**config.mk**
```make
export PLATFORM = sky130hd
export DESIGN_NAME = irq_aggregator
export DESIGN_NICKNAME = d
export VERILOG_FILES = /design/src/rtl/irq_agg_pkg.sv /design/src/rtl/irq_sync_chain.sv /design/src/rtl/irq_key_fsm.sv /design/src/rtl/irq_src_capture.sv /design/src/rtl/irq_aggregator.sv
export SDC_FILE = /design/constraint.sdc
export NUM_CORES = 1
export LEC_CHECK = 0
export BUFFER_PORTS_ARGS = -buffer_cell sky130_fd_sc_hd__buf_2
export CAP_MARGIN = 20
export CORE_UTILIZATION = 50
export CTS_BUF_LIST = sky130_fd_sc_hd__clkbuf_4 sky130_fd_sc_hd__clkbuf_8
export CTS_CLUSTER_SIZE = 30
export DETAILED_ROUTE_END_ITERATION = 6
export GPL_TIMING_DRIVEN = 0
export PLACE_DENSITY = 0.89
export SYNTH_ARGS = -nofsm -noshare
export SYNTH_HDL_FRONTEND = slang
export SYNTH_SLANG_ARGS = --single-unit
```
**constraint.sdc**
```tcl
create_clock -name clk_i -period 2 [get_ports clk_i]
set_input_delay 0.3 -clock clk_i [delete_from_list [all_inputs] [get_ports clk_i]]
set_output_delay 0.3 -clock clk_i [all_outputs]
set_load 0.01 [all_outputs]
```
**src/rtl/irq_agg_pkg.sv**
```systemverilog
package irq_agg_pkg;
  localparam int unsigned ADDR_W  = 8;
  localparam int unsigned DATA_W  = 32;
  localparam int unsigned SEL_W   = 5;
  localparam int unsigned MAX_IRQ = 32;
  localparam int unsigned EN_BIT  = 8;

  localparam logic [ADDR_W-1:0] NMI_CTL_ADDR = 8'h80;
  localparam logic [ADDR_W-1:0] STS_ADDR     = 8'h84;
  localparam logic [ADDR_W-1:0] MODE_ADDR    = 8'h88;
  localparam logic [ADDR_W-1:0] KEY_ADDR     = 8'h8C;

  localparam logic [7:0] KEY_B0 = 8'h59;
  localparam logic [7:0] KEY_B1 = 8'h16;
  localparam logic [7:0] KEY_B2 = 8'h88;

  typedef enum logic [1:0] {
    KEY_LOCKED,
    KEY_GOT0,
    KEY_GOT1,
    KEY_OPEN
  } key_state_e;
endpackage

```
**src/rtl/irq_sync_chain.sv**
```systemverilog
module irq_sync_chain #(
  parameter int unsigned NUM_IRQ = 32,
  parameter int unsigned STAGES  = 2
) (
  input  logic               clk_i,
  input  logic               rst_ni,
  input  logic [NUM_IRQ-1:0] d_i,
  output logic [NUM_IRQ-1:0] q_o
);
  for (genvar g = 0; g < NUM_IRQ; g++) begin : g_line
    logic [STAGES-1:0] chain_q;
    always_ff @(posedge clk_i or negedge rst_ni) begin
      if (!rst_ni) chain_q <= '0;
      else         chain_q <= {chain_q[STAGES-2:0], d_i[g]};
    end
    assign q_o[g] = chain_q[STAGES-1];
  end
endmodule

```
**src/rtl/irq_key_fsm.sv**
```systemverilog
module irq_key_fsm
  import irq_agg_pkg::*;
(
  input  logic       clk_i,
  input  logic       rst_ni,
  input  logic       wr_i,
  input  logic [7:0] byte_i,
  output logic       open_o
);
  key_state_e state_q, state_d;

  always_comb begin
    state_d = state_q;
    if (wr_i) begin
      unique case (state_q)
        KEY_LOCKED: state_d = (byte_i == KEY_B0) ? KEY_GOT0 : KEY_LOCKED;
        KEY_GOT0:   state_d = (byte_i == KEY_B1) ? KEY_GOT1 : KEY_LOCKED;
        KEY_GOT1:   state_d = (byte_i == KEY_B2) ? KEY_OPEN : KEY_LOCKED;
        default:    state_d = KEY_LOCKED; // any write while open relocks
      endcase
    end
  end

  always_ff @(posedge clk_i or negedge rst_ni) begin
    if (!rst_ni) state_q <= KEY_LOCKED;
    else         state_q <= state_d;
  end

  assign open_o = (state_q == KEY_OPEN);
endmodule

```
**src/rtl/irq_src_capture.sv**
```systemverilog
module irq_src_capture #(
  parameter int unsigned NUM_IRQ = 32,
  parameter int unsigned SRC_W   = 3
) (
  input  logic                     clk_i,
  input  logic                     rst_ni,
  input  logic [NUM_IRQ-1:0]       irq_raw_i,
  input  logic [NUM_IRQ*SRC_W-1:0] src_id_i,
  output logic [NUM_IRQ*SRC_W-1:0] src_q_o
);
  for (genvar g = 0; g < NUM_IRQ; g++) begin : g_line
    logic [SRC_W-1:0] id_q;
    always_ff @(posedge clk_i or negedge rst_ni) begin
      if (!rst_ni)          id_q <= '0;
      else if (irq_raw_i[g]) id_q <= src_id_i[g*SRC_W +: SRC_W];
    end
    assign src_q_o[g*SRC_W +: SRC_W] = id_q;
  end
endmodule

```
**src/rtl/irq_aggregator.sv**
```systemverilog
module irq_aggregator
  import irq_agg_pkg::*;
#(
  parameter int unsigned NUM_IRQ = 32,
  parameter int unsigned SRC_W   = 3
) (
  input  logic                     clk_i,
  input  logic                     rst_ni,
  input  logic [NUM_IRQ-1:0]       irq_raw_i,
  input  logic [NUM_IRQ*SRC_W-1:0] src_id_i,
  input  logic                     req_i,
  input  logic                     we_i,
  input  logic [ADDR_W-1:0]        addr_i,
  input  logic [DATA_W-1:0]        wdata_i,
  output logic [DATA_W-1:0]        rdata_o,
  output logic [NUM_IRQ-1:0]       irq_o,
  output logic                     nmi_o
);
  localparam int unsigned IDX_W = $clog2(MAX_IRQ);

  logic [NUM_IRQ-1:0]       irq_sync;
  logic [NUM_IRQ*SRC_W-1:0] src_q;
  logic [NUM_IRQ-1:0]       sts_q;
  logic                     mode_q;
  logic                     nmi_en_q;
  logic [SEL_W-1:0]         nmi_sel_q;
  logic                     key_open;

  logic wr, rd, wr_ctl, wr_sts, wr_mode, wr_key;
  assign wr      = req_i & we_i;
  assign rd      = req_i & ~we_i;
  assign wr_ctl  = wr && (addr_i == NMI_CTL_ADDR);
  assign wr_sts  = wr && (addr_i == STS_ADDR);
  assign wr_mode = wr && (addr_i == MODE_ADDR);
  assign wr_key  = wr && (addr_i == KEY_ADDR);

  irq_sync_chain #(.NUM_IRQ(NUM_IRQ), .STAGES(2)) u_sync (
    .clk_i (clk_i),
    .rst_ni(rst_ni),
    .d_i   (irq_raw_i),
    .q_o   (irq_sync)
  );

  irq_key_fsm u_key (
    .clk_i (clk_i),
    .rst_ni(rst_ni),
    .wr_i  (wr_key),
    .byte_i(wdata_i[7:0]),
    .open_o(key_open)
  );

  irq_src_capture #(.NUM_IRQ(NUM_IRQ), .SRC_W(SRC_W)) u_src (
    .clk_i    (clk_i),
    .rst_ni   (rst_ni),
    .irq_raw_i(irq_raw_i),
    .src_id_i (src_id_i),
    .src_q_o  (src_q)
  );

  // pad to the full 32-entry address space
  logic [MAX_IRQ-1:0] sync_pad;
  logic [SRC_W-1:0]   src_pad [MAX_IRQ];
  for (genvar g = 0; g < MAX_IRQ; g++) begin : g_pad
    if (g < NUM_IRQ) begin : g_used
      assign sync_pad[g] = irq_sync[g];
      assign src_pad[g]  = src_q[g*SRC_W +: SRC_W];
    end else begin : g_unused
      assign sync_pad[g] = 1'b0;
      assign src_pad[g]  = '0;
    end
  end

  always_ff @(posedge clk_i or negedge rst_ni) begin
    if (!rst_ni) begin
      nmi_sel_q <= '0;
      nmi_en_q  <= 1'b0;
      mode_q    <= 1'b0;
      sts_q     <= '0;
    end else begin
      if (wr_ctl) begin
        nmi_sel_q <= wdata_i[SEL_W-1:0];
        if (key_open) nmi_en_q <= wdata_i[EN_BIT];
      end
      if (wr_mode) mode_q <= wdata_i[0];
      if (wr_sts && mode_q) sts_q <= sts_q ^ wdata_i[NUM_IRQ-1:0];
    end
  end

  assign irq_o = mode_q ? sts_q : irq_sync;
  assign nmi_o = nmi_en_q & sync_pad[nmi_sel_q];

  logic [DATA_W-1:0] rd_mux;
  always_comb begin
    rd_mux = '0;
    if (addr_i[ADDR_W-1] == 1'b0) begin
      if (addr_i[1:0] == 2'b00)
        rd_mux[SRC_W-1:0] = src_pad[addr_i[IDX_W+1:2]];
    end else begin
      unique case (addr_i)
        NMI_CTL_ADDR: begin
          rd_mux[SEL_W-1:0] = nmi_sel_q;
          rd_mux[EN_BIT]    = nmi_en_q;
        end
        STS_ADDR:  rd_mux[NUM_IRQ-1:0] = irq_o;
        MODE_ADDR: rd_mux[0] = mode_q;
        KEY_ADDR:  rd_mux[0] = key_open;
        default:   rd_mux = '0;
      endcase
    end
  end

  always_ff @(posedge clk_i or negedge rst_ni) begin
    if (!rst_ni)  rdata_o <= '0;
    else if (rd)  rdata_o <= rd_mux;
  end
endmodule

```
==> impl_metrics.ini, run 1 <==
[clocking]
cts_tree = yes
clock_latency_ns = 0.53
clock-sinks = 233
numCtsBuffers = 40
path_clk_slew_ns = 0.06
ctsLongestPathBuffers = 3
root_buffer = clkbuf_8
cts-htree-levels = 2

[run]
maxCapViolCount = 0

[placed_design]
gp_congestion = 0.847
portBuffers = 235
placedCellCount = 1089
dp_hpwl_um = 17800
pre_cts_slack_ns = -0.349

[timing]
hold_viol = 0
slew_violations = 0
rsz0062_at_grt = yes
holdWs_ns = 0.0179
finalSetupViolCount = 1
post-route-period-util_pct = 133
period_needed_ns = 2.67
slew_headroom_pct = 57.5
worst_slew_pin_slew_ns = 0.637
fmax_mhz = 375
fin_worst_skew_ns = 0.0187
layout_setup_ws_ns = -0.669

[outcome]
status = complete, but fails checks
violations = negative setup slack

[routing]
via_per_inst = 5.37
drc = 0
drt_iter0_drc = 357
wl_per_cell_um = 21.4
wl_um = 27400
drt-pass1-iter-count = 4
vias = 6882
ant_nets = 0

[worst_setup_path]
r2r_setup_slack_ns = 0.06
critical_path_arrival_ns = 2.37
cpLargestDelayFamily = multiplexers
reg2reg_from = mode_q
path_buf_inv = 2
cp-endpoint = nmi_o
endpoint_kind = output port
r2r-end = rdata_o[0]
path_class = reg -> out
timing.critical_path.from = nmi_sel_q[0]
max_stage_delay_ns = 0.52
start_kind = flop
crit_fanout = 8
crit_cells = 6
critPathRequiredTime_ns = 1.70
crit_slowest_cell = mux4_2
r2r_cells = 6
crit_chain = buf_6 -> mux4_2 -> mux4_2 -> nor2_2 -> a311oi_1 -> buf_2
worst_path_most_repeated_cell = mux4_2

[global_routing]
grt_pass1_vias = 7648
gr-total-overflow = 0
grt_antenna_before_repair = 6
grt_usage_pct = 29.0
grt_pass1_wl_um = 42600
grt_max_degree = 92

[synth]
yosysMostFrequentCell = dfrtp_1
synthArstFlopShare_pct = 100
syn-instance-count = 618
synth_ff_type = dfrtp_1
ys_seq_area_share_pct = 60.9
synth-edff-count = 0
yosys_warnings = 0
ys_ff_latch = 233
syn_nets = 790
synth_largest_area_cell = dfrtp_1
yosys-top-cells-count = dfrtp_1, mux2_2, nand2_1, xnor2_1
synth_area_per_cell_um2 = 15.5
synth_area_um2 = 9570
synth.distinct_cells = 45
synthTopCellsByArea = dfrtp_1, mux2_2, mux4_2, xnor2_1, a22o_1
synth_top_area_share_pct = 60.9

[cells_and_area]
finalNetCount = 1188
drive_gt1_share_pct = 48.9
utilization_pct = 70.8
syn_to_final_growth_pct = 38.5
finalNonFillerCells = 1282

[floorplan]
die_w_um = 140
initial_core_util_pct = 51.2
core_um2 = 18700
ios = 237
die_height_um = 140
dieArea_um2 = 19700
std_cell_rows = 50

[power]
max-vdd-ir-drop_uv = 532
p_leak_nw = 6.11
p_per_area_nw_per_um2 = 837

[hold_path]
min_path_type = in -> reg
where the power goes:
group	switching, mW	leakage [nW]	internal [mW]
Clock	1.87	0.470	2.82
Combinational	0.539	2.76	0.702
Sequential	0.167	2.88	4.99
Total	2.58	6.11	8.51
layer usage:
| layer | routed length (um) | track usage (%) | up-vias |
|---|---|---|---|
| li1 | - | - | 3071 |
| met1 | 11100 | 36.1 | 3460 |
| met2 | 13600 | 48.2 | 279 |
| met3 | 1540 | 5.74 | 72 |
| met4 | 1070 | 15.4 | 0 |
| met5 | 0 | 0 | - |
worst register-to-register path: stages (launching register included):
cell and delay [ns]:
dfrtp_2 0.43, buf_6 0.14, mux2_2 0.35, mux4_2 0.46, and3_1 0.23, a21oi_1 0.11
o21ai_0 0.09
state kept, by name (all words and copies together) (netlist names):
register,count
u_src.g_line.id_q,96
nmi_sel_q,5
nmi_en_q,1
sts_q,32
mode_q,1
u_sync.g_line.chain_q,64
rdata_o,32
u_key.state_q,2
placed cells by master, fill, tap and decap left out, types with 2 or more instances in the layout:
master | netlist | routed
buf_2 | 5 | 238
buf_8 | 1 | 3
bufinv_16 | 0 | 2
a22o_1 | 27 | 27
buf_6 | 6 | 8
nand3b_1 | 4 | 4
a31oi_1 | 2 | 2
mux2i_1 | 12 | 12
inv_1 | 3 | 3
nor4_1 | 3 | 3
dfrtp_1 | 233 | 231
diode_2 | 0 | 6
clkbuf_8 | 0 | 56
clkbuf_1 | 11 | 6
nand2_2 | 5 | 5
clkbuf_4 | 0 | 9
a21oi_1 | 2 | 2
o21ai_0 | 2 | 2
nand4_1 | 2 | 2
dlygate4sd3_1 | 0 | 118
buf_16 | 0 | 2
nor3b_1 | 2 | 2
and3_1 | 5 | 5
nand3_1 | 5 | 5
o22ai_1 | 2 | 2
a221o_1 | 3 | 3
nand2b_1 | 4 | 4
o311ai_0 | 2 | 2
nor2_1 | 8 | 7
mux4_2 | 27 | 27
a211oi_1 | 6 | 6
clkinv_2 | 0 | 2
nand2_1 | 32 | 32
dfrtp_2 | 0 | 2
mux2_2 | 146 | 146
buf_4 | 3 | 5
nor2b_1 | 8 | 8
xnor2_1 | 32 | 32
area by class of cell:
class	count	area, um^2
Timing Repair Buffer	358	2450
Fill cell	1234	5450
Clock buffer	63	811
Clock inverter	5	78.8
Multi-Input combinational cell	355	3560
Inverter	3	11.3
Antenna cell	6	15.0
Sequential cell	233	5830
Tap cell	234	293
Buffer	25	205
repair_timing:
item	in CTS	in global routing
hold buffers	117	1
setup endpoints to repair	37	4
buffers inserted	2	1
endpoints found under the hold margin	179	1
cloned	0	0
resized for setup	14	2
through the flow:
stage	area, um^2	setup TNS [ns]	power [mW]
global route	13300	-0.960	11.5
CTS	13200	-0.717	11.1
detailed placement	11100	-8.64	6.25
floorplan	9570	0	5.70
global placement	11000	-775.93	6.20
finish	13300	-0.669	11.1
cells by family after synthesis:
family	Yosys count	share of synthesized area [%]
xor+xnor	32	2.93
flops	233	60.9
simple gates	84	4.80
compound gates	54	4.63
buf+inv	30	1.95
mux	185	24.8
worst min-delay path by stage:
stage                     slack [ns]  cells past startpoint                          from                      endpoint
final                           0.02                      2                  src_id_i[19]       u_src.g_line[6].id_q[1]
after global routing           0.004                      2                  src_id_i[85]      u_src.g_line[28].id_q[1]
after CTS                     0.0002                      2                  src_id_i[16]       u_src.g_line[5].id_q[1]
after detailed placement        0.28                      1                        rst_ni      u_src.g_line[29].id_q[2]
after global placement          0.33                      0  u_sync.g_line[23].chain_q[0]  u_sync.g_line[23].chain_q[1]
after floorplan                0.004                      0                        rst_ni                        mode_q
Note: power is estimated with default switching activity, not from simulation.
==> run 2: changes to the inputs <==
PLACE_DENSITY = 0.79   (was 0.89)
==> impl_metrics.ini, run 2 (synthesis results as in run 1) <==
[outcome]
status = complete, but fails checks
violations = negative setup slack

[routing]
ant_nets = 0
drt-pass1-iter-count = 4
drt_iter0_drc = 333
vias = 6422
wl_um = 24000
wl_per_cell_um = 20.0
via_per_inst = 5.35
drc = 0

[global_routing]
grt_usage_pct = 25.2
use_met2_pct = 41.1
grt_use_met3_pct = 5.85
grt_max_degree = 127
grt-busiest-layer = met2
grt_pass1_vias = 6797
gr-total-overflow = 0
use_met1_pct = 33.0
grt_pass1_wl_um = 37500
grt_antenna_before_repair = 2

[clocking]
clock_latency_ns = 0.51
root_buffer = clkbuf_8
clock-sinks = 233
numCtsBuffers = 39
cts-htree-levels = 2
ctsLongestPathBuffers = 3
cts_tree = yes
path_clk_slew_ns = 0.06

[cells_and_area]
drive_gt1_share_pct = 52.9
largest_reg_flops = 96
finalNetCount = 1108
reg_top3 = u_src.g_line.id_q: 96 flops, u_sync.g_line.chain_q: 64 flops
layout_commonest_cell = buf_2
top_register = u_src.g_line.id_q
syn_to_final_growth_pct = 28.9
final_cell_mix = buf_2, dfrtp_1, mux2_2, clkbuf_8, dlygate4sd3_1
n_fill_cell = 1345

[power]
combinationalPowerShare_pct = 10.4
max-vdd-ir-drop_uv = 572
totalPowerFinal_mw = 10.4
clkPwrFrac_pct = 40.4
p_int_mw = 8.03
p_seq_share_pct = 49.2
p_sw_mw = 2.40
p_leak_nw = 5.73
p_per_area_nw_per_um2 = 846
sw_frac_of_total_pct = 23.0

[timing]
post-route-period-util_pct = 133
period_needed_ns = 2.67
fin_worst_skew_ns = 0.0136
layout_setup_ws_ns = -0.665
slew_violations = 0
finalSetupViolCount = 1
slew_headroom_pct = 43.7
hold_viol = 0
rsz0062_at_grt = yes
fmax_mhz = 375
worst_slew_pin_slew_ns = 0.845
setup_tns_ns = -0.665

[worst_setup_path]
max_stage_delay_ns = 0.49
critical_path_arrival_ns = 2.37
crit_chain = buf_8 -> buf_12 -> mux4_2 -> mux2_2 -> o31ai_1 -> a311oi_1 -> buf_2
r2r_cells = 6
path_buf_inv = 3
cpLargestDelayFamily = multiplexers
critPathRequiredTime_ns = 1.70
crit_fanout = 6
crit_slowest_cell = mux4_2
crit_cells = 7
start_kind = flop
path_class = reg -> out
endpoint_kind = output port

[placed_design]
dp_hpwl_um = 17400
portBuffers = 235
gp_congestion = 0.845

[run]
maxCapViolCount = 0

[floorplan]
die_height_um = 140
dieArea_um2 = 19700
std_cell_rows = 50
core_um2 = 18700
die_w_um = 140
ios = 237
initial_core_util_pct = 51.2

[hold_path]
min_path_type = in -> reg
min_path_cells = 2
## run 2: changes by cell type in the layout (fill, tap and decap cells not counted)
cell | previous run | this run
buf_16 | 2 | 1
dlygate4sd3_1 | 118 | 40
diode_2 | 6 | 3
buf_12 | 0 | 1
clkinv_2 | 2 | 3
clkbuf_8 | 56 | 47
buf_4 | 5 | 8
clkbuf_4 | 9 | 18
buf_6 | 8 | 6
clkinv_4 | 1 | 0
bufinv_16 | 2 | 0
## run 2: worst paths after layout
kind	to	slack [ns]	from
max	nmi_o	-0.67	nmi_sel_q[0]
min	u_src.g_line[5].id_q[0]	0.03	src_id_i[15]
max reg2reg	rdata_o[0]	0.14	mode_q
min reg2reg	u_sync.g_line[26].chain_q[1]	0.34	u_sync.g_line[26].chain_q[0]
max in group asynchronous	u_src.g_line[10].id_q[2]	0.46	rst_ni
min in group asynchronous	u_src.g_line[30].id_q[0]	0.40	rst_ni
## run 2: cell type report
class                           instances  area, um^2  share of cell area, %
Buffer                                 24         181                   1.47
Antenna cell                            3        7.51                 0.0609
Timing Repair Buffer                  280        1660                   13.4
Clock buffer                           65         782                   6.34
Tap cell                              234         293                   2.37
Sequential cell                       233        5830                   47.3
Multi-Input combinational cell        355        3560                   28.8
Clock inverter                          3        15.0                  0.122
Inverter                                3        11.3                 0.0913
## run 2: routing by layer
metal | wire length, um | up-vias | part of all wire (%)
li1 | - | 2908 | -
met1 | 10300 | 3222 | 43
met2 | 11600 | 227 | 48
met3 | 1390 | 65 | 5.8
met4 | 746 | 0 | 3.1
met5 | 0 | - | 0
## run 2: what timing repair did
action | 4_1_cts | 5_1_grt
setup buffers | 4 | 0
resized for setup | 12 | 3
setup endpoints to repair | 37 | 28
hold endpoints to repair | 145 | 1
hold buffers | 39 | 1
cloned | 0 | 0
## run 2: per-stage QoR
| step | instance area [um^2] | util, % | hold WS (ns) | cells | setup WS [ns] |
|---|---|---|---|---|---|
| after global placement | 11000 | 59.0 | 0.332 | 1087 | -3.35 |
| after floorplan | 9570 | - | 0.00441 | 618 | 0.0000731 |
| final | 12300 | 66.0 | 0.0272 | 1200 | -0.665 |
| after CTS | 12300 | 65.9 | 0.000132 | 1197 | -0.712 |
| after detailed placement | 11100 | 59.2 | 0.335 | 1088 | -0.383 |
| after global routing | 12300 | 65.9 | 0.000540 | 1198 | -0.753 |
## run 2: power by group through the flow
stage / combinational (mW) / sequential [mW] / clock [mW]
after global routing: 1.17 / 5.17 / 4.51
after floorplan: 0.544 / 5.15 / 0
final: 1.08 / 5.14 / 4.22
after detailed placement: 1.03 / 5.21 / 0
after global placement: 1.00 / 5.20 / 0
after CTS: 1.09 / 5.13 / 4.31
==> run 3: changes to the inputs <==
CORE_ASPECT_RATIO = 1.4   (was default)
==> impl_metrics.ini, run 3 (synthesis results as in run 1) <==
[worst_setup_path]
endpoint_kind = output port
r2r_setup_slack_ns = 0.08
reg2reg_from = mode_q
r2r_cells = 6
critPathRequiredTime_ns = 1.70
r2r-end = rdata_o[0]
crit_fanout = 7
crit_slowest_cell = mux4_2
worst_path_most_repeated_cell = mux4_2
crit_chain = buf_8 -> mux4_2 -> mux4_2 -> nor2_1 -> a311oi_1 -> buf_2
start_kind = flop
max_stage_delay_ns = 0.51
path_class = reg -> out
critical_path_arrival_ns = 2.33

[hold_path]
min_to = u_src.g_line[20].id_q[1]
min_path_cells = 2
hold_path_startpoint = src_id_i[61]
min_path_type = in -> reg

[timing]
rsz0062_at_grt = yes
hold_viol = 0
worst_slew_pin_slew_ns = 0.856
fin_worst_skew_ns = 0.0158
fmax_mhz = 380
finalSetupViolCount = 1
post-route-period-util_pct = 132
layout_setup_ws_ns = -0.634
holdWs_ns = 0.0245
slew_headroom_pct = 42.9
slew_violations = 0
period_needed_ns = 2.63

[floorplan]
die_height_um = 166
core_um2 = 18700
initial_core_util_pct = 51.2
dieArea_um2 = 19700
die_w_um = 119
std_cell_rows = 59
ios = 237

[clocking]
path_clk_slew_ns = 0.06
clock_latency_ns = 0.52
numCtsBuffers = 37
cts_tree = yes
root_buffer = clkbuf_8
cts-htree-levels = 2
clock-sinks = 233
ctsLongestPathBuffers = 3

[placed_design]
dp_hpwl_um = 17800
pre_cts_slack_ns = -0.430
placed_area_um2 = 11100
portBuffers = 235
gp_congestion = 0.855

[routing]
drt-pass1-iter-count = 4
dr_wl_met3_um = 1110
dr_wl_met2_um = 13500
wl_um = 25000
vias = 6529
top_layer = met4
wl_per_cell_um = 20.4
drc = 0
via_per_inst = 5.31
drt_iter0_drc = 266
ant_nets = 0
wl_met1_um = 9630

[power]
p_per_area_nw_per_um2 = 823
sw_frac_of_total_pct = 23.2
max-vdd-ir-drop_uv = 525
combinationalPowerShare_pct = 11.2
clkPwrFrac_pct = 39.8
p_leak_nw = 5.89
p_seq_share_pct = 49.0
p_sw_mw = 2.42
p_int_mw = 8.05
totalPowerFinal_mw = 10.5

[cells_and_area]
finalNetCount = 1134
syn_to_final_growth_pct = 32.9
layout_commonest_cell = dfrtp_1
reg_top3 = u_src.g_line.id_q: 96 flops, u_sync.g_line.chain_q: 64 flops
n_fill_cell = 1336
largest_reg_flops = 96
top_register = u_src.g_line.id_q
ff_latch_area_um2 = 5830
drive_gt1_share_pct = 51.2
utilization_pct = 68.1
fin_area_um2 = 12700
final_cell_mix = dfrtp_1, buf_2, mux2_2, dlygate4sd3_1, clkbuf_8
multiInputGateArea_um2 = 3590

[outcome]
status = complete, but fails checks
violations = negative setup slack

[global_routing]
grt_pass1_wl_um = 39700
grt_usage_pct = 26.5
grt_pass1_vias = 7312
grt_max_degree = 119
gr-total-overflow = 0
grt_antenna_before_repair = 3

[run]
maxCapViolCount = 0
-- run 3: changes by cell type in the layout (fill, tap and decap cells not counted), moves of 10 or more --
cell,previous run,this run
dlygate4sd3_1,40,64
buf_6,6,17
buf_2,238,228
mux2_2,146,136
mux2_4,0,10
clkbuf_4,18,7
-- run 3: layout make-up --
type	count	share of cell area, %
inverters	3	0.0885
well taps	244	2.40
clock buffers	52	5.28
diodes	3	0.0590
plain buffers	25	1.73
clock inverters	7	0.688
multi-input cells	355	28.2
flip-flops and latches	233	45.8
repair buffers	307	15.7
-- run 3: power groups by stage --
stage	logic (mW)	registers, mW	clock network (mW)
floorplan	0.544	5.15	0
global placement	1.01	5.19	0
detailed placement	1.03	5.21	0
CTS	1.14	5.13	4.27
global route	1.26	5.16	4.48
finish	1.17	5.13	4.17
-- run 3: through the flow --
| step | std cells | setup TNS (ns) |
|---|---|---|
| 5_1_grt | 1229 | -0.991 |
| 3_3_place_gp | 1097 | -785.65 |
| 6_report | 1229 | -0.634 |
| 4_1_cts | 1222 | -0.698 |
| 2_1_floorplan | 618 | 0 |
| 3_5_place_dp | 1098 | -8.11 |
-- run 3: routing by layer --
metal | vias to the layer above | track usage [%]
met5 | - | 0
met4 | 0 | 11.6
met3 | 57 | 4.68
met2 | 221 | 46.9
met1 | 3307 | 31.3
li1 | 2944 | -
-- run 3: worst max path at each step --
stage | start | to | slack, ns | cells after the start
finish | nmi_sel_q[0] | nmi_o | -0.63 | 6
global route | nmi_sel_q[0] | nmi_o | -0.72 | 6
CTS | nmi_sel_q[0] | nmi_o | -0.68 | 6
detailed placement | nmi_sel_q[1] | nmi_o | -0.43 | 6
global placement | rst_ni | rdata_o[9] | -3.36 | 1
floorplan | nmi_sel_q[1] | nmi_o | 0.00007 | 5
-- run 3: repair_timing --
| action | CTS | global route |
|---|---|---|
| endpoints found under the setup margin | 31 | 12 |
| cloned | 1 | 0 |
| endpoints found under the hold margin | 177 | 1 |
| resized for setup | 18 | 20 |
| pin swaps | 0 | 0 |
| setup buffers | 3 | 3 |
| hold buffers | 63 | 1 |
-- run 3: critical path: cells and delay by family, from the launching register on --
family          cells  cell delay (ns)
mux                 2             1.01
flops               1             0.35
buf+inv             2             0.31
simple gates        1             0.10
compound gates      1             0.05
